===== src/rtl/extBusPkg.sv =====
package extBusPkg;

  typedef enum logic [1:0] {
    ST_IDLE  = 2'd0,
    ST_TURN  = 2'd1,
    ST_ACT   = 2'd2,
    ST_FLOAT = 2'd3
  } seqStateT;

  // control-to-datapath strobes, one set per half-period slot
  typedef struct packed {
    logic load;      // latch request fields at this edge
    logic done;      // this edge ends the last active slot
    logic isWrite;   // current access is a write
    logic driveBus;  // chip select and address driven this slot
    logic lanesOn;   // byte lanes driven this slot
    logic rdOn;      // read strobe low this slot
    logic wrOn;      // write strobe low this slot
    logic dataOn;    // write data driven this slot
    logic clkHigh;   // first-half slot
  } busStrobeT;

endpackage


===== src/rtl/extBusCtrl.sv =====
module extBusCtrl
  import extBusPkg::*;
#(
  parameter int WAIT_W  = 3,
  parameter int FLOAT_W = 2
) (
  input  logic               clk,
  input  logic               rstN,
  input  logic               cfgEarlyRead,
  input  logic [FLOAT_W-1:0] cfgFloat,
  input  logic               reqValid,
  input  logic               reqWrite,
  input  logic [WAIT_W-1:0]  reqWait,
  output logic               reqReady,
  output busStrobeT          strobe
);

  localparam int CNT_W = (WAIT_W > FLOAT_W) ? WAIT_W : FLOAT_W;

  seqStateT          stateQ, stateD;
  logic [CNT_W-1:0]  cntQ, cntD;
  logic [WAIT_W-1:0] waitQ, waitD;
  logic              wrQ, wrD;
  logic              phaseQ;

  logic accept;
  logic lastBeat;
  logic firstCycle;
  logic turnNeeded;
  logic floatAfter;
  logic cntZero;

  always_comb begin
    cntZero    = (cntQ == '0);
    floatAfter = !wrQ && (cfgFloat != '0);
    lastBeat   = phaseQ && (stateQ == ST_ACT) && cntZero;
    reqReady   = phaseQ && ((stateQ == ST_IDLE) ||
                            ((stateQ == ST_ACT) && cntZero && !floatAfter) ||
                            ((stateQ == ST_FLOAT) && cntZero));
    accept     = reqValid && reqReady;
    turnNeeded = cfgEarlyRead && !reqWrite && (stateQ == ST_ACT) && wrQ;
    firstCycle = (cntQ == CNT_W'(waitQ));
  end

  always_comb begin
    stateD = stateQ;
    cntD   = cntQ;
    waitD  = waitQ;
    wrD    = wrQ;
    if (accept) begin
      wrD   = reqWrite;
      waitD = reqWait;
      if (turnNeeded) begin
        stateD = ST_TURN;
        cntD   = '0;
      end else begin
        stateD = ST_ACT;
        cntD   = CNT_W'(reqWait);
      end
    end else if (phaseQ) begin
      unique case (stateQ)
        ST_TURN: begin
          stateD = ST_ACT;
          cntD   = CNT_W'(waitQ);
        end
        ST_ACT: begin
          if (cntZero) begin
            if (floatAfter) begin
              stateD = ST_FLOAT;
              cntD   = CNT_W'(cfgFloat) - CNT_W'(1);
            end else begin
              stateD = ST_IDLE;
            end
          end else begin
            cntD = cntQ - CNT_W'(1);
          end
        end
        ST_FLOAT: begin
          if (cntZero) stateD = ST_IDLE;
          else         cntD   = cntQ - CNT_W'(1);
        end
        default: stateD = ST_IDLE;
      endcase
    end
  end

  always_ff @(posedge clk) begin
    if (!rstN) begin
      stateQ <= ST_IDLE;
      cntQ   <= '0;
      waitQ  <= '0;
      wrQ    <= 1'b0;
      phaseQ <= 1'b0;
    end else begin
      stateQ <= stateD;
      cntQ   <= cntD;
      waitQ  <= waitD;
      wrQ    <= wrD;
      phaseQ <= !phaseQ;
    end
  end

  always_comb begin
    strobe          = '0;
    strobe.load     = accept;
    strobe.done     = lastBeat;
    strobe.isWrite  = wrQ;
    strobe.clkHigh  = !phaseQ;
    strobe.driveBus = (stateQ == ST_TURN) || (stateQ == ST_ACT);
    strobe.lanesOn  = (stateQ == ST_ACT);
    strobe.rdOn     = (stateQ == ST_ACT) && !wrQ &&
                      (cfgEarlyRead || phaseQ || !firstCycle);
    strobe.wrOn     = (stateQ == ST_ACT) && wrQ && (phaseQ || !firstCycle);
    strobe.dataOn   = (stateQ == ST_ACT) && wrQ;
  end

  AST_ACCEPT_DRIVES: assert property (@(posedge clk) disable iff (!rstN)
    accept |=> strobe.driveBus) else $error("accept not followed by bus drive");

  AST_STD_READ_LATE: assert property (@(posedge clk) disable iff (!rstN)
    (!cfgEarlyRead && strobe.rdOn && !phaseQ) |-> $past(strobe.rdOn))
    else $error("standard read strobe began in first half");

  AST_TURN_AFTER_WRITE: assert property (@(posedge clk) disable iff (!rstN)
    ((stateQ == ST_TURN) && !phaseQ) |-> $past(strobe.wrOn))
    else $error("turnaround without preceding write");

  AST_READY_SECOND_HALF: assert property (@(posedge clk) disable iff (!rstN)
    reqReady |-> !strobe.clkHigh) else $error("ready in first half");

endmodule


===== src/rtl/extBusPath.sv =====
module extBusPath
  import extBusPkg::*;
#(
  parameter int ADDR_W = 24,
  parameter int DATA_W = 16,
  parameter int NUM_CS = 8
) (
  input  logic                      clk,
  input  logic                      rstN,
  input  busStrobeT                 strobe,
  input  logic [ADDR_W-1:0]         reqAddr,
  input  logic [$clog2(NUM_CS)-1:0] reqCs,
  input  logic [DATA_W-1:0]         reqWdata,
  input  logic [DATA_W/8-1:0]       reqMask,
  input  logic [DATA_W-1:0]         busDataIn,
  output logic                      busClk,
  output logic [NUM_CS-1:0]         busCsN,
  output logic [ADDR_W-1:0]         busAddr,
  output logic                      busRdN,
  output logic                      busWrN,
  output logic [DATA_W/8-1:0]       busLaneN,
  output logic [DATA_W-1:0]         busDataOut,
  output logic                      busDataOe,
  output logic                      rspValid,
  output logic [DATA_W-1:0]         rspData
);

  localparam int CS_W  = $clog2(NUM_CS);
  localparam int LANES = DATA_W / 8;

  logic [ADDR_W-1:0] addrQ;
  logic [CS_W-1:0]   csQ;
  logic [DATA_W-1:0] wdataQ;
  logic [LANES-1:0]  maskQ;
  logic              rspValidQ;
  logic [DATA_W-1:0] rspDataQ;

  always_ff @(posedge clk) begin
    if (!rstN) begin
      addrQ  <= '0;
      csQ    <= '0;
      wdataQ <= '0;
      maskQ  <= '0;
    end else if (strobe.load) begin
      addrQ  <= reqAddr;
      csQ    <= reqCs;
      wdataQ <= reqWdata;
      maskQ  <= reqMask;
    end
  end

  always_ff @(posedge clk) begin
    if (!rstN) begin
      rspValidQ <= 1'b0;
      rspDataQ  <= '0;
    end else begin
      rspValidQ <= strobe.done;
      if (strobe.done && !strobe.isWrite) rspDataQ <= busDataIn;
    end
  end

  for (genvar i = 0; i < NUM_CS; i++) begin : gSel
    assign busCsN[i] = !(strobe.driveBus && (csQ == CS_W'(i)));
  end

  always_comb begin
    busClk     = strobe.clkHigh;
    busAddr    = addrQ;
    busRdN     = !strobe.rdOn;
    busWrN     = !strobe.wrOn;
    busDataOut = wdataQ;
    busDataOe  = strobe.dataOn;
    if (!strobe.lanesOn)     busLaneN = '1;
    else if (strobe.isWrite) busLaneN = ~maskQ;
    else                     busLaneN = '0;
    rspValid = rspValidQ;
    rspData  = rspDataQ;
  end

  AST_ONE_SELECT: assert property (@(posedge clk) disable iff (!rstN)
    $countones(~busCsN) <= 1) else $error("several chip selects low");

  AST_NO_STROBE_CLASH: assert property (@(posedge clk) disable iff (!rstN)
    !(!busRdN && !busWrN)) else $error("read and write strobes both low");

  AST_RSP_SINGLE: assert property (@(posedge clk) disable iff (!rstN)
    rspValid |=> !rspValid) else $error("response longer than one cycle");

  AST_ADDR_HELD: assert property (@(posedge clk) disable iff (!rstN)
    (strobe.driveBus && $past(strobe.driveBus) && !$past(strobe.load)) |-> $stable(busAddr))
    else $error("address moved inside an access");

endmodule


===== src/rtl/extBusSeq.sv =====
module extBusSeq
  import extBusPkg::*;
#(
  parameter int ADDR_W  = 24,
  parameter int DATA_W  = 16,
  parameter int NUM_CS  = 8,
  parameter int WAIT_W  = 3,
  parameter int FLOAT_W = 2
) (
  input  logic                      clk,
  input  logic                      rstN,
  input  logic                      cfgEarlyRead,
  input  logic [FLOAT_W-1:0]        cfgFloat,
  input  logic                      reqValid,
  output logic                      reqReady,
  input  logic                      reqWrite,
  input  logic [ADDR_W-1:0]         reqAddr,
  input  logic [$clog2(NUM_CS)-1:0] reqCs,
  input  logic [DATA_W-1:0]         reqWdata,
  input  logic [DATA_W/8-1:0]       reqMask,
  input  logic [WAIT_W-1:0]         reqWait,
  output logic                      busClk,
  output logic [NUM_CS-1:0]         busCsN,
  output logic [ADDR_W-1:0]         busAddr,
  output logic                      busRdN,
  output logic                      busWrN,
  output logic [DATA_W/8-1:0]       busLaneN,
  output logic [DATA_W-1:0]         busDataOut,
  output logic                      busDataOe,
  input  logic [DATA_W-1:0]         busDataIn,
  output logic                      rspValid,
  output logic [DATA_W-1:0]         rspData
);

  busStrobeT strobe;

  extBusCtrl #(
    .WAIT_W (WAIT_W),
    .FLOAT_W(FLOAT_W)
  ) u_ctrl (
    .clk         (clk),
    .rstN        (rstN),
    .cfgEarlyRead(cfgEarlyRead),
    .cfgFloat    (cfgFloat),
    .reqValid    (reqValid),
    .reqWrite    (reqWrite),
    .reqWait     (reqWait),
    .reqReady    (reqReady),
    .strobe      (strobe)
  );

  extBusPath #(
    .ADDR_W(ADDR_W),
    .DATA_W(DATA_W),
    .NUM_CS(NUM_CS)
  ) u_path (
    .clk       (clk),
    .rstN      (rstN),
    .strobe    (strobe),
    .reqAddr   (reqAddr),
    .reqCs     (reqCs),
    .reqWdata  (reqWdata),
    .reqMask   (reqMask),
    .busDataIn (busDataIn),
    .busClk    (busClk),
    .busCsN    (busCsN),
    .busAddr   (busAddr),
    .busRdN    (busRdN),
    .busWrN    (busWrN),
    .busLaneN  (busLaneN),
    .busDataOut(busDataOut),
    .busDataOe (busDataOe),
    .rspValid  (rspValid),
    .rspData   (rspData)
  );

endmodule


===== config.mk =====
export PLATFORM = sky130hd
export DESIGN_NAME = extBusSeq
export DESIGN_NICKNAME = d
export VERILOG_FILES = /design/src/rtl/extBusPkg.sv /design/src/rtl/extBusCtrl.sv /design/src/rtl/extBusPath.sv /design/src/rtl/extBusSeq.sv
export SDC_FILE = /design/constraint.sdc
export NUM_CORES = 1
export LEC_CHECK = 0
export ABC_AREA = 1
export BUFFER_PORTS_ARGS = -buffer_cell sky130_fd_sc_hd__clkbuf_2
export CAP_MARGIN = 40
export CORE_MARGIN = 4
export CORE_UTILIZATION = 50
export CTS_BUF_LIST = sky130_fd_sc_hd__clkbuf_16
export CTS_CLUSTER_DIAMETER = 100
export DETAILED_ROUTE_END_ITERATION = 6
export PLACE_DENSITY = 0.93
export SETUP_SLACK_MARGIN = 0.3
export SYNTH_ARGS = -nofsm -noshare
export SYNTH_HDL_FRONTEND = slang
export SYNTH_SLANG_ARGS = --single-unit

===== constraint.sdc =====
create_clock -name clk -period 3.6 [get_ports clk]
set_input_delay 0 -clock clk [delete_from_list [all_inputs] [get_ports clk]]
set_output_delay 0 -clock clk [all_outputs]
set_load 0.01 [all_outputs]

## Word-level counts from Yosys, hierarchy flattened

Index checks and enable logic that the tools add are counted.

- Word-level logic and storage cells: 98
- Output and inout bits: 72
- Register bits after elaboration: 72

- Reductions and logical operators: 53
- Eq/ne operators: 15
- Add/sub/neg operators: 2
- Bitwise operators: 1
- Multiplexer cells: 16

Operator list:

| cell | count |
|---|---|
| $logic_and A1 B1 Y1 | 24 |
| $mux W3 | 6 |
| $mux W2 | 8 |
| $logic_not A1 Y1 | 15 |
| $eq A3 B3 Y1 const B | 4 |
| $pmux W3 S3 | 1 |
| $eq A3 B2 Y1 const B | 2 |
| $logic_not A3 Y1 | 2 |
| $logic_or A1 B1 Y1 | 6 |
| $pmux W2 S3 | 1 |
| $eq A2 B2 Y1 const B | 2 |
| $ne A4 B4 Y1 const B | 1 |
| $reduce_and A4 Y1 | 1 |
| $reduce_bool A2 Y1 | 2 |
| $reduce_bool A4 Y1 | 1 |
| $eq A3 B1 Y1 const B | 1 |
| $eq A3 B3 Y1 | 1 |
| $ne A3 B1 Y1 const B | 1 |
| $ne A3 B2 Y1 const B | 1 |
| $ne A3 B3 Y1 const B | 1 |
| $reduce_and A3 Y1 | 1 |
| $sub A2 B1 Y3 const B | 1 |
| $sub A3 B1 Y3 const B | 1 |
| $eq A2 B1 Y1 const B | 1 |
| 2 further kinds | 2 |

## Longest topological paths before layout

Gate-level depths: netlist (run 1).

- Depth in word-level cells: 10
- Gate-level depth with buffers: 14
- Mapped depth without buffers: 12

## Cells and area by module

From an unflattened synthesis (run 1), not the netlist that was laid out.

- Cell total of the unflattened synthesis: 479
- Area, all modules: 3310.7 µm²

By module, submodules not included:

| module | cells each | seq. area each (µm²) | instances | area each (µm²) |
|---|---|---|---|---|
| extBusPath | 328 | 1241.2 | 1 | 2367.3 |
| extBusCtrl | 151 | 200.2 | 1 | 943.4 |

## Worst setup path after synthesis (run 1)

OpenSTA, ideal clock, no wires.

- Kind: reg2reg
- Start: register u_ctrl.cntQ[0]
- End: register u_path.wdataQ[10] (netlist: u_path.busDataOut[10])
- Data arrival time: 1.626 ns
- Cell stages (with the launch flop): 14
- Path slack: 1.903 ns
- Cells stage by stage: dfxtp_1 inv_1 ha_1 ha_1 buf_6 nand2_4 inv_2 nand2_2 nand2_2 nand3_2 buf_6 buf_6 nand2_1 a21oi_1

- Longest elaborated chain between the ends: 7
- Elaborated cells on any way between the ends: 8

RTL lines:

| what | RTL line | RTL |
|---|---|---|
| start, declared | extBusCtrl.sv:21 | `logic [CNT_W-1:0] cntQ, cntD;` |
| start signal, assigned | extBusCtrl.sv:96 | `cntQ <= cntD;` |
| $logic_not A3 Y1 (*) | extBusCtrl.sv:34 | `cntZero = (cntQ == '0);` |
| $logic_and A1 B1 Y1 (2 in a row) | extBusCtrl.sv:38 | `((stateQ == ST_ACT) && cntZero && !floatAfter) \|\|` |
| $logic_or A1 B1 Y1 | extBusCtrl.sv:37 | `reqReady = phaseQ && ((stateQ == ST_IDLE) \|\|` |
| $logic_or A1 B1 Y1 (*) | extBusCtrl.sv:38 |  |
| $logic_and A1 B1 Y1 (*) | extBusCtrl.sv:37 |  |
| $logic_and A1 B1 Y1 (*) | extBusCtrl.sv:40 | `accept = reqValid && reqReady;` |
| end signal, assigned | extBusPath.sv:47 | `wdataQ <= reqWdata;` |
| end, declared | extBusPath.sv:33 | `logic [DATA_W-1:0] wdataQ;` |

Every way passes the cells marked *; elsewhere a longest branch is shown, timed or not.
A chain may end at the register's enable or synchronous reset.

## Worst setup path after layout (run 1)

- Start: register u_ctrl.cntQ[0]
- End: register u_ctrl.cntQ[1]

- Longest elaborated chain between the ends: 9
- Elaborated cells on any way between the ends: 19

RTL lines:

| what |
|---|
| branches (longest 9 deep; another with $sub A3 B1 Y3) |

Parallel ways; which one is timed is not known. The select of a mux whose other input is x is not followed.

==> impl_metrics.yaml, run 1 <==
power_and_ir_drop:
  ir_worst_vdd_mv: 0.3451
  power.density_nw_per_um2: 482.3
  leakage_uw: 0.002224
routing:
  drt_wl_total_um: 11200
  drtPass1Iterations: 6
  drt_iter0_drc: 337
  avgViaCountPerCell: 5.426
  wl_per_cell_um: 15.95
  vias: 3809
  drc: 0
  antenna_left: 0
sta:
  setup_slack_ns: 0.7522
  finalSetupViolCount: 0
  hold_ws_ns: 0.02509
  tightest_slew_ns: 0.7687
  rsz0062_at_grt: "no"
  setup_tns_ns: 0
  period_share_pct: 79.11
  max_freq_ghz: 0.3511
  slew_violations: 0
  slew_headroom_pct: 48.69
  hold_violations: 0
  fin_skew_ns: 0.009022
  fin_crit_ns: 2.848
yosys:
  yosys.area_share.xor_xnor_pct: 0.2764
  synth_common_cells: "nand2_1, dfxtp_1, nand3_1"
  synth.top_cell.area_share_pct: 45.48
  yosys_register_bits: 72
  yosysSeqAreaShare_pct: 45.48
  synth_top_area_cell: "dfxtp_1"
  synthMuxAreaShare_pct: 0
  synth_cell_types: 22
  netlist_area_um2: 3169
  synth_cells: 429
  synth_compound_area_share_pct: 13.11
  synth_edf_count: 0
  syn_area_per_cell_um2: 7.388
  synth_top_family_by_area: "simple AND/OR/NAND/NOR gates"
  synth-simple-area-share_pct: 28.54
  synth_most_common_cell: "nand2_1"
  async_reset_ff_share_pct: 0
  synthTopCellsByArea: "dfxtp_1, nand2_1, nand3_1"
  synthAdderAreaFrac_pct: 3.158
  yosysWarnings: 0
  yosys_most_used_dff: "dfxtp_1"
  syn_nets: 508
die:
  fp.dieW_um: 87.62
  coreArea_um2: 6026
  die_h_um: 87.62
  ioPinCount: 143
  rows: 28
  start_util_pct: 52.60
  die-area_um2: 7676
global_routing:
  grtUsageTotal_pct: 29.56
  antenna_found_initial: 0
  grt_pass1_vias: 3757
  grt_pass1_wl_um: 17950
  grt-ovfl-total: 0
  grt_max_degree: 48
clocking:
  cts-root-buf: "clkbuf_16"
  clockBufferDepth: 2
  cts_sinks: 72
  clkTransAtPathRegs_ns: 0.06
  cts-buffers-inserted: 9
  ctsHtreeMaxLevel: 3
  cts_tree: "done"
  clk_latency_ns: 0.33
  postCtsSetupBuffers: 0
placed_design:
  io_buffers: 142
  dpl_cell_area_um2: 3810
  hpwl_um: 6221
  post-place-ws_ns: 0.8453
  globalplace.congestion: 0.8878
status:
  status: "finished, final reports clean"
cells_and_area:
  finalNetCount: 701
  nFillCells: 371
  final_util_pct: 79.42
  areaGrowthSynthToFinish_pct: 51.01
  drive_gt1_share_pct: 26.95
  antenna_cells: 0
  design_area_um2: 4786
job:
  cap_violations: 0
worst_setup_path:
  regToRegSetupSlack_ns: 0.75
  worstRegToRegCells: 13
  cp_data_required_time_ns: 3.82
  cp_data_arrival_time_ns: 3.07
  path_max_fanout: 41
  crit_type: "reg2reg"
  cp-start-kind: "register"
  end_kind: "register"
min_path:
  whs_path_depth: 3
  hp-class: "in2reg"
==> critical path: stages (launching register included) <==
cell	delay (ns)
dfxtp_1	0.32
inv_1	0.13
ha_1	0.19
ha_1	0.39
nand2_4	0.09
inv_2	0.07
nand2_2	0.09
nand2_2	0.09
nand3_2	0.59
buf_4	0.49
nand2_1	0.09
nand2_1	0.05
nor2_1	0.10
nor2_1	0.05
==> logic make-up (layout without fill, tap and decap cells) <==
logic type / after synthesis / after routing
DFF: 72 / 72
AOI/OAI and AO/OA: 78 / 78
buffers and inverters: 56 / 254
adders and majority gates: 8 / 8
xor gates and xnor gates: 1 / 1
and+or+nand+nor: 214 / 214
==> flip-flops by register name, summed over array words and instances (netlist names), 2 cells and up <==
name	count
u_ctrl.cntQ	3
u_ctrl.stateQ	2
u_ctrl.waitQ	3
u_path.busAddr	24
u_path.busDataOut	16
u_path.csQ	3
u_path.maskQ	2
u_path.rspData	16
==> area by class of cell <==
class / instances / area, um2 / share of cell area, %
Sequential cell: 72 / 1441 / 30.12
Multi-Input combinational cell: 301 / 1429 / 29.86
Timing Repair Buffer: 210 / 1381 / 28.86
Clock buffer: 9 / 225.2 / 4.706
Clock inverter: 7 / 110.1 / 2.301
Inverter: 28 / 105.1 / 2.196
Tap cell: 75 / 93.84 / 1.961
==> worst paths after layout <==
check / startpoint / end
setup / recovery: u_ctrl.cntQ[0] / u_ctrl.cntQ[1]
hold / removal: reqWrite / u_ctrl.wrQ
setup reg to reg: u_ctrl.cntQ[0] / u_ctrl.cntQ[1]
hold reg to reg: u_path.busDataOut[6] / u_path.busDataOut[6]
==> cells in the final DEF (no fill, tap or decap), types with 2 or more instances in the layout <==
cell type      instances
inv_2                  4
o21ai_0               24
a21oi_4                2
a21oi_1               51
buf_4                  4
clkbuf_2             142
nor2_1                51
bufinv_16              3
clkinv_1               2
dfxtp_1               72
nand3_1               60
dlygate4sd3_1         64
clkbuf_16              9
ha_1                   8
inv_1                 25
nand2_2                2
nand2_1               96
==> power breakdown <==
group / leakage (uW) / internal (uW) / total, uW / switching, uW
Combinational: 0.00147 / 178 / 422 / 245
Clock: 0.000166 / 672 / 1020 / 343
Sequential: 0.000585 / 841 / 871 / 29.6
Total: 0.00222 / 1690 / 2310 / 617
==> per-layer routing <==
layer  track usage, %  wire, um  part of all wire [%]
met1            34.19      4303                    38
met2            50.96      5414                    48
met3            8.278      1090                   9.7
met4            12.83       390                   3.5
met5                0         0                     0
==> stage by stage <==
stage	std cells	power [uW]
2_1_floorplan	429	1127
3_3_place_gp	622	1217
3_5_place_dp	622	1232
4_1_cts	702	2286
5_1_grt	702	2386
6_report	702	2308
==> timing repair <==
item | 4_1_cts | 5_1_grt
hold endpoints to repair | 64 | 0
hold buffers | 64 | 0
gates resized for setup | 0 | 0
setup endpoints to repair | 0 | 0
(Power assumes the default switching activity.)
==> run 2: changes to the inputs <==
--- a/config.mk
+++ b/config.mk
@@ -9,11 +9,11 @@
 export BUFFER_PORTS_ARGS = -buffer_cell sky130_fd_sc_hd__clkbuf_2
 export CAP_MARGIN = 40
 export CORE_MARGIN = 4
-export CORE_UTILIZATION = 50
+export CORE_UTILIZATION = 42
 export CTS_BUF_LIST = sky130_fd_sc_hd__clkbuf_16
 export CTS_CLUSTER_DIAMETER = 100
 export DETAILED_ROUTE_END_ITERATION = 6
-export PLACE_DENSITY = 0.93
+export PLACE_DENSITY = 0.85
 export SETUP_SLACK_MARGIN = 0.3
 export SYNTH_ARGS = -nofsm -noshare
 export SYNTH_HDL_FRONTEND = slang
==> constraint.sdc (replaced) <==
create_clock -name clk -period 2.5 [get_ports clk]
set_input_delay 0 -clock clk [delete_from_list [all_inputs] [get_ports clk]]
set_output_delay 0 -clock clk [all_outputs]
set_load 0.01 [all_outputs]
==> run 2 against run 1 <==
Against the previous run: register-to-register slack got worse by 0.30 ns; highest routed layer unchanged; worst hold slack improved by 0.0096 ns; critical path type is now reg2out; non-clock buffer count up 2.
==> impl_metrics.yaml, run 2 (synthesis gave the netlist of run 1 again) <==
clocking:
  postCtsSetupBuffers: 0
  cts-buffers-inserted: 9
  cts_sinks: 72
  clockBufferDepth: 2
  cts-root-buf: "clkbuf_16"
  ctsHtreeMaxLevel: 3
  clk_latency_ns: 0.32
  cts_tree: "done"
  clkTransAtPathRegs_ns: 0.05
sta:
  tightest_slew_ns: 0.6159
  finalSetupViolCount: 0
  slew_headroom_pct: 58.89
  fin_skew_ns: 0.006804
  rsz0062_at_grt: "no"
  period_share_pct: 82.52
  setup_slack_ns: 0.4370
  hold_violations: 0
  hold_ws_ns: 0.03464
  setup_tns_ns: 0
  slew_violations: 0
  fin_crit_ns: 2.063
  max_freq_ghz: 0.4847
placed_design:
  io_buffers: 142
  hpwl_um: 6147
  post-place-ws_ns: 0.3003
  globalplace.congestion: 0.8524
cells_and_area:
  drive_gt1_share_pct: 27.50
  ff_latch_area_um2: 1441
  final_common_cell: "clkbuf_2"
  finalNetCount: 703
  multiInputGateArea_um2: 1444
  nFillCells: 625
  areaGrowthSynthToFinish_pct: 51.36
  layout_common_cells: "clkbuf_2, nand2_1, dfxtp_1, dlygate4sd3_1, nand3_1"
  largest_reg_flops: 24
min_path:
  hp-class: "in2reg"
global_routing:
  grt_pass1_wl_um: 16370
  grt_max_degree: 48
  grt_pass1_vias: 3481
  grtUsageTotal_pct: 22.63
  antenna_found_initial: 1
  grt-ovfl-total: 0
worst_setup_path:
  crit_path_top_delay_cell: "dfxtp_1"
  end_kind: "output pin"
  path_max_fanout: 47
  cp_top_family: "buffers and inverters"
  timing.rr.end: "u_path.csQ[0]"
  endpoint: "reqReady"
  regToRegSetupSlack_ns: 0.45
  cp-start-kind: "register"
  cp_data_arrival_time_ns: 2.06
  max_stage_delay_ns: 0.34
  cp_cell_sequence: "inv_1 > ha_1 > ha_2 > nand2_4 > inv_2 > nand2_2 > a21oi_4 > buf_12 > clkbuf_2"
  r2r_start: "u_ctrl.cntQ[0]"
  crit_cells: 9
  worstRegToRegCells: 11
  crit_type: "reg2out"
  startpoint: "u_ctrl.cntQ[0]"
  cp_data_required_time_ns: 2.50
  crit_buf_inv: 4
power_and_ir_drop:
  comb_power_share_pct: 20.4
  leakage_uw: 0.002213
  switchingPower_uw: 826.7
  p_clk_share_pct: 37.2
  power.density_nw_per_um2: 616.7
  switching_share_pct: 27.94
  finalPower_uw: 2958
  p_int_uw: 2132
  ir_worst_vdd_mv: 0.3274
  seqPwrFrac_pct: 42.4
status:
  status: "finished, final reports clean"
routing:
  drc: 0
  wl_per_cell_um: 14.04
  drt_iter0_drc: 227
  vias: 3607
  antenna_left: 0
  avgViaCountPerCell: 4.948
  drtPass1Iterations: 5
  drt_wl_total_um: 10240
die:
  die-area_um2: 8999
  rows: 31
  start_util_pct: 43.46
  coreArea_um2: 7292
  fp.dieW_um: 94.87
  die_h_um: 94.87
  ioPinCount: 143
job:
  cap_violations: 0
run 2: cell count changes in the layout (fill, tap and decap cells not counted), sizes merged:
cell / change
buf: +2
bufinv: -3
clkinv: +3
diode: +1
run 2: through the flow:
| step | utilization (%) | std cells | instance area [um2] |
|---|---|---|---|
| after floorplan | - | 429 | 3169 |
| after global placement | 53.21 | 648 | 3880 |
| after detailed placement | 53.21 | 648 | 3880 |
| after CTS | 65.55 | 728 | 4780 |
| after global routing | 65.79 | 729 | 4797 |
| final | 65.79 | 729 | 4797 |
run 2: how the worst min path moves through the flow:
stage	end	cells past startpoint	from	slack (ns)
detailed placement	u_path.rspData[14]	3	busDataIn[14]	0.26
global route	u_ctrl.wrQ	3	reqWrite	0.03
CTS	u_ctrl.wrQ	3	reqWrite	0.008
global placement	u_path.busAddr[21]	3	reqAddr[21]	0.25
finish	u_ctrl.wrQ	3	reqWrite	0.03
floorplan	busRdN	1	cfgEarlyRead	0.13
run 2: worst reg2reg max path, delay by kind of cell (launching register included):
family | cells | cell delay, ns
AOI/OAI and AO/OA | 2 | 0.24
adders and majority gates | 2 | 0.47
buffers and inverters | 3 | 0.47
DFF | 1 | 0.34
and+or+nand+nor | 4 | 0.41
run 2: power groups by stage:
stage	Sequential [uW]	Combinational, uW	Clock (uW)
3_3_place_gp	1270	495	0
5_1_grt	1260	672	1180
2_1_floorplan	1290	334	0
6_report	1250	605	1100
3_5_place_dp	1270	507	0
4_1_cts	1250	588	1130
run 2: timing repair:
action,in CTS,in global routing
hold endpoints to repair,64,0
pin swaps,0,0
setup endpoints to repair,1,69
hold buffers,64,0
gates resized for setup,1,3
run 2: area by class of cell:
type / count / area share (%)
diodes: 1 / 0.05216
clock buffers: 9 / 4.695
clock inverters: 7 / 0.6521
inverters: 28 / 2.243
multi-input cells: 301 / 30.10
flip-flops and latches: 72 / 30.05
well taps: 99 / 2.582
repair buffers: 212 / 29.63
run 2: per-layer routing:
metal,up-vias,GRT usage [%],routed length [um],share of wire [%]
met5,-,0,0,0
met4,0,7.572,188,1.8
met3,18,5.498,717,7.0
met2,159,40.16,5263,51
met1,1649,26.55,4068,40
li1,1781,-,-,-
==> run 3: changes to the inputs <==
--- a/config.mk
+++ b/config.mk
@@ -5,7 +5,7 @@
 export SDC_FILE = /design/constraint.sdc
 export NUM_CORES = 1
 export LEC_CHECK = 0
-export ABC_AREA = 1
+export ABC_AREA = 0
 export BUFFER_PORTS_ARGS = -buffer_cell sky130_fd_sc_hd__clkbuf_2
 export CAP_MARGIN = 40
 export CORE_MARGIN = 4
==> constraint.sdc (replaced) <==
create_clock -name clk -period 1.7 [get_ports clk]
set_input_delay 0 -clock clk [delete_from_list [all_inputs] [get_ports clk]]
set_output_delay 0 -clock clk [all_outputs]
set_load 0.01 [all_outputs]
==> run 3 against run 2 <==
Against the previous run: the flow now finishes with violations (negative setup slack); first-iteration DRC count fell by 50%; clock skew fell by 0.0019 ns; final cell count fell by 2.5%; clock power rose by 63%; sequential share of layout area fell by 3.2 points; critical endpoint is now u_ctrl.cntQ[2]; global-route usage rose by 1.0 points; non-clock buffer count rose by 30; final area rose by 13%; largest power group unchanged.
==> impl_metrics.yaml, run 3 <==
routing:
  antenna_left: 0
  drt-met1-wl_um: 4404
  vias: 3619
  avgViaCountPerCell: 5.090
  drt_wl_total_um: 11460
  wl_met2_um: 6045
  wl_met3_um: 709
  wl_per_cell_um: 16.12
  drt_iter0_drc: 114
  drc: 0
  drtPass1Iterations: 5
  routed.top_layer: "met4"
cells_and_area:
  final_util_pct: 78.76
  largest_reg_flops: 24
  final_common_cell: "clkbuf_2"
  layout_common_cells: "clkbuf_2, nand2_1, dfxtp_1, dlygate4sd3_1, a21oi_1"
  antenna_cells: 0
  design_area_um2: 5410
  finalNetCount: 689
  areaGrowthSynthToFinish_pct: 79.94
  drive_gt1_share_pct: 45.04
  final_cells: 711
sta:
  tightest_slew_ns: 0.5309
  finalSetupViolCount: 46
  period_share_pct: 107.0
  slew_headroom_pct: 64.56
  slew_violations: 0
  fin_skew_ns: 0.004928
  rsz0062_at_grt: "yes"
  max_freq_ghz: 0.5496
  fin_crit_ns: 1.820
  hold_ws_ns: 0.2636
  setup_slack_ns: -0.1196
  hold_violations: 0
clocking:
  cts_sinks: 72
  clockBufferDepth: 2
  clkTransAtPathRegs_ns: 0.06
  ctsHtreeMaxLevel: 3
  clk_latency_ns: 0.32
  cts-buffers-inserted: 9
  cts-root-buf: "clkbuf_16"
  cts_tree: "done"
yosys:
  netlist_area_um2: 3007
  yosysSeqAreaShare_pct: 47.94
  synth_common_cells: "nand2_1, dfxtp_1, a21oi_1"
  synth_cells: 380
  synth.top_cell.area_share_pct: 47.94
  yosys_register_bits: 72
  yosysWarnings: 0
  yosys_most_used_dff: "dfxtp_1"
  syn_area_per_cell_um2: 7.912
  synthTopCellsByArea: "dfxtp_1, nand2_1, a21oi_1"
  synth_edf_count: 0
  async_reset_ff_share_pct: 0
  synth_most_common_cell: "nand2_1"
  synth_cell_types: 40
  synth_top_area_cell: "dfxtp_1"
  syn_nets: 459
global_routing:
  grt_max_degree: 29
  antenna_found_initial: 0
  grtUsageTotal_pct: 23.68
  grt_pass1_vias: 3559
  grt_pass1_wl_um: 16340
  grt-ovfl-total: 0
placed_design:
  dpl_cell_area_um2: 3924
  placed_cells: 613
  globalplace.congestion: 0.8614
  hpwl_um: 6467
  io_buffers: 142
worst_setup_path:
  cp-start-kind: "register"
  cp_data_required_time_ns: 1.92
  crit_type: "reg2reg"
  path_max_fanout: 5
  end_kind: "register"
  cp_data_arrival_time_ns: 2.04
min_path:
  hp-class: "in2reg"
die:
  coreArea_um2: 6869
  rows: 30
  die_h_um: 92.61
  die-area_um2: 8577
  fp.dieW_um: 92.61
  ioPinCount: 143
  start_util_pct: 43.77
power_and_ir_drop:
  power.density_nw_per_um2: 872.5
  finalPower_uw: 4720
  ir_worst_vdd_mv: 0.6435
  leakage_uw: 0.002281
status:
  violations: "negative setup slack"
  status: "finished, violations left"
job:
  cap_violations: 0
run 3: cell count changes in the layout (fill, tap and decap cells not counted), sizes merged, moves of 3 or more:
cell / change
inv: -17
a21oi: +18
nand2: +37
nor2b: +7
nor2: -46
buf: +39
nand3: -54
o21ai: -17
xnor2: +3
clkbuf: -11
run 3: cells by family after synthesis:
logic type,synth area share (%)
buf+inv,6.076
simple gates,22.85
fa+ha+maj,3.329
compound gates,18.60
xor+xnor,0.8741
flops,47.94
mux,0.3329
run 3: critical path: stages (launching register included):
cell and delay, ns:
dfxtp_2 0.33, inv_2 0.06, ha_4 0.16, ha_4 0.17, a21oi_4 0.19, a211oi_4 0.10
buf_6 0.14, buf_6 0.12, a21o_1 0.16, a311oi_1 0.28
run 3: through the flow:
stage | TNS, ns | setup slack [ns]
6_report | -1.410 | -0.1196
3_3_place_gp | -0.0003929 | -0.0003929
3_5_place_dp | -3.038 | -0.1051
4_1_cts | -0.1643 | -0.03218
5_1_grt | -5.195 | -0.1682
2_1_floorplan | -1.936 | -0.04737
run 3: area by class of cell:
class | instances | area [um2]
repair buffers | 242 | 1759
multi-input cells | 273 | 1739
fillers | 443 | 1459
flip-flops and latches | 72 | 1453
clock buffers | 9 | 225.2
well taps | 96 | 120.1
clock inverters | 7 | 63.81
inverters | 12 | 50.05
run 3: timing repair:
action / CTS / global route
hold buffers: 66 / 0
pin swaps: 15 / 21
cloned: 0 / 1
endpoints found under the hold margin: 68 / 0
setup buffers: 5 / 10
endpoints found under the setup margin: 84 / 83
gates resized for setup: 42 / 82
run 3: final timing paths:
kind | from | end | slack, ns | depth (start not counted)
worst max-delay path | u_ctrl.cntQ[0] | u_ctrl.cntQ[2] | -0.12 | 9
worst min-delay path | cfgEarlyRead | u_ctrl.cntQ[2] | 0.26 | 5
worst max register to register | u_ctrl.cntQ[0] | u_ctrl.cntQ[2] | -0.12 | 9
worst min register to register | u_path.rspData[7] | u_path.rspData[7] | 0.45 | 2
run 3: power breakdown:
part           total, uW  internal (uW)  switching (uW)
clock               1790           1120             668
combinational       1090            548             543
sequential          1840           1770            67.1
total               4720           3440            1280
run 3: per-layer routing:
metal / GRT usage [%] / vias to the layer above
met3: 5.280 / 32
met2: 43.93 / 168
li1: - / 1719
met1: 25.32 / 1700
met4: 10.99 / 0
met5: 0 / -
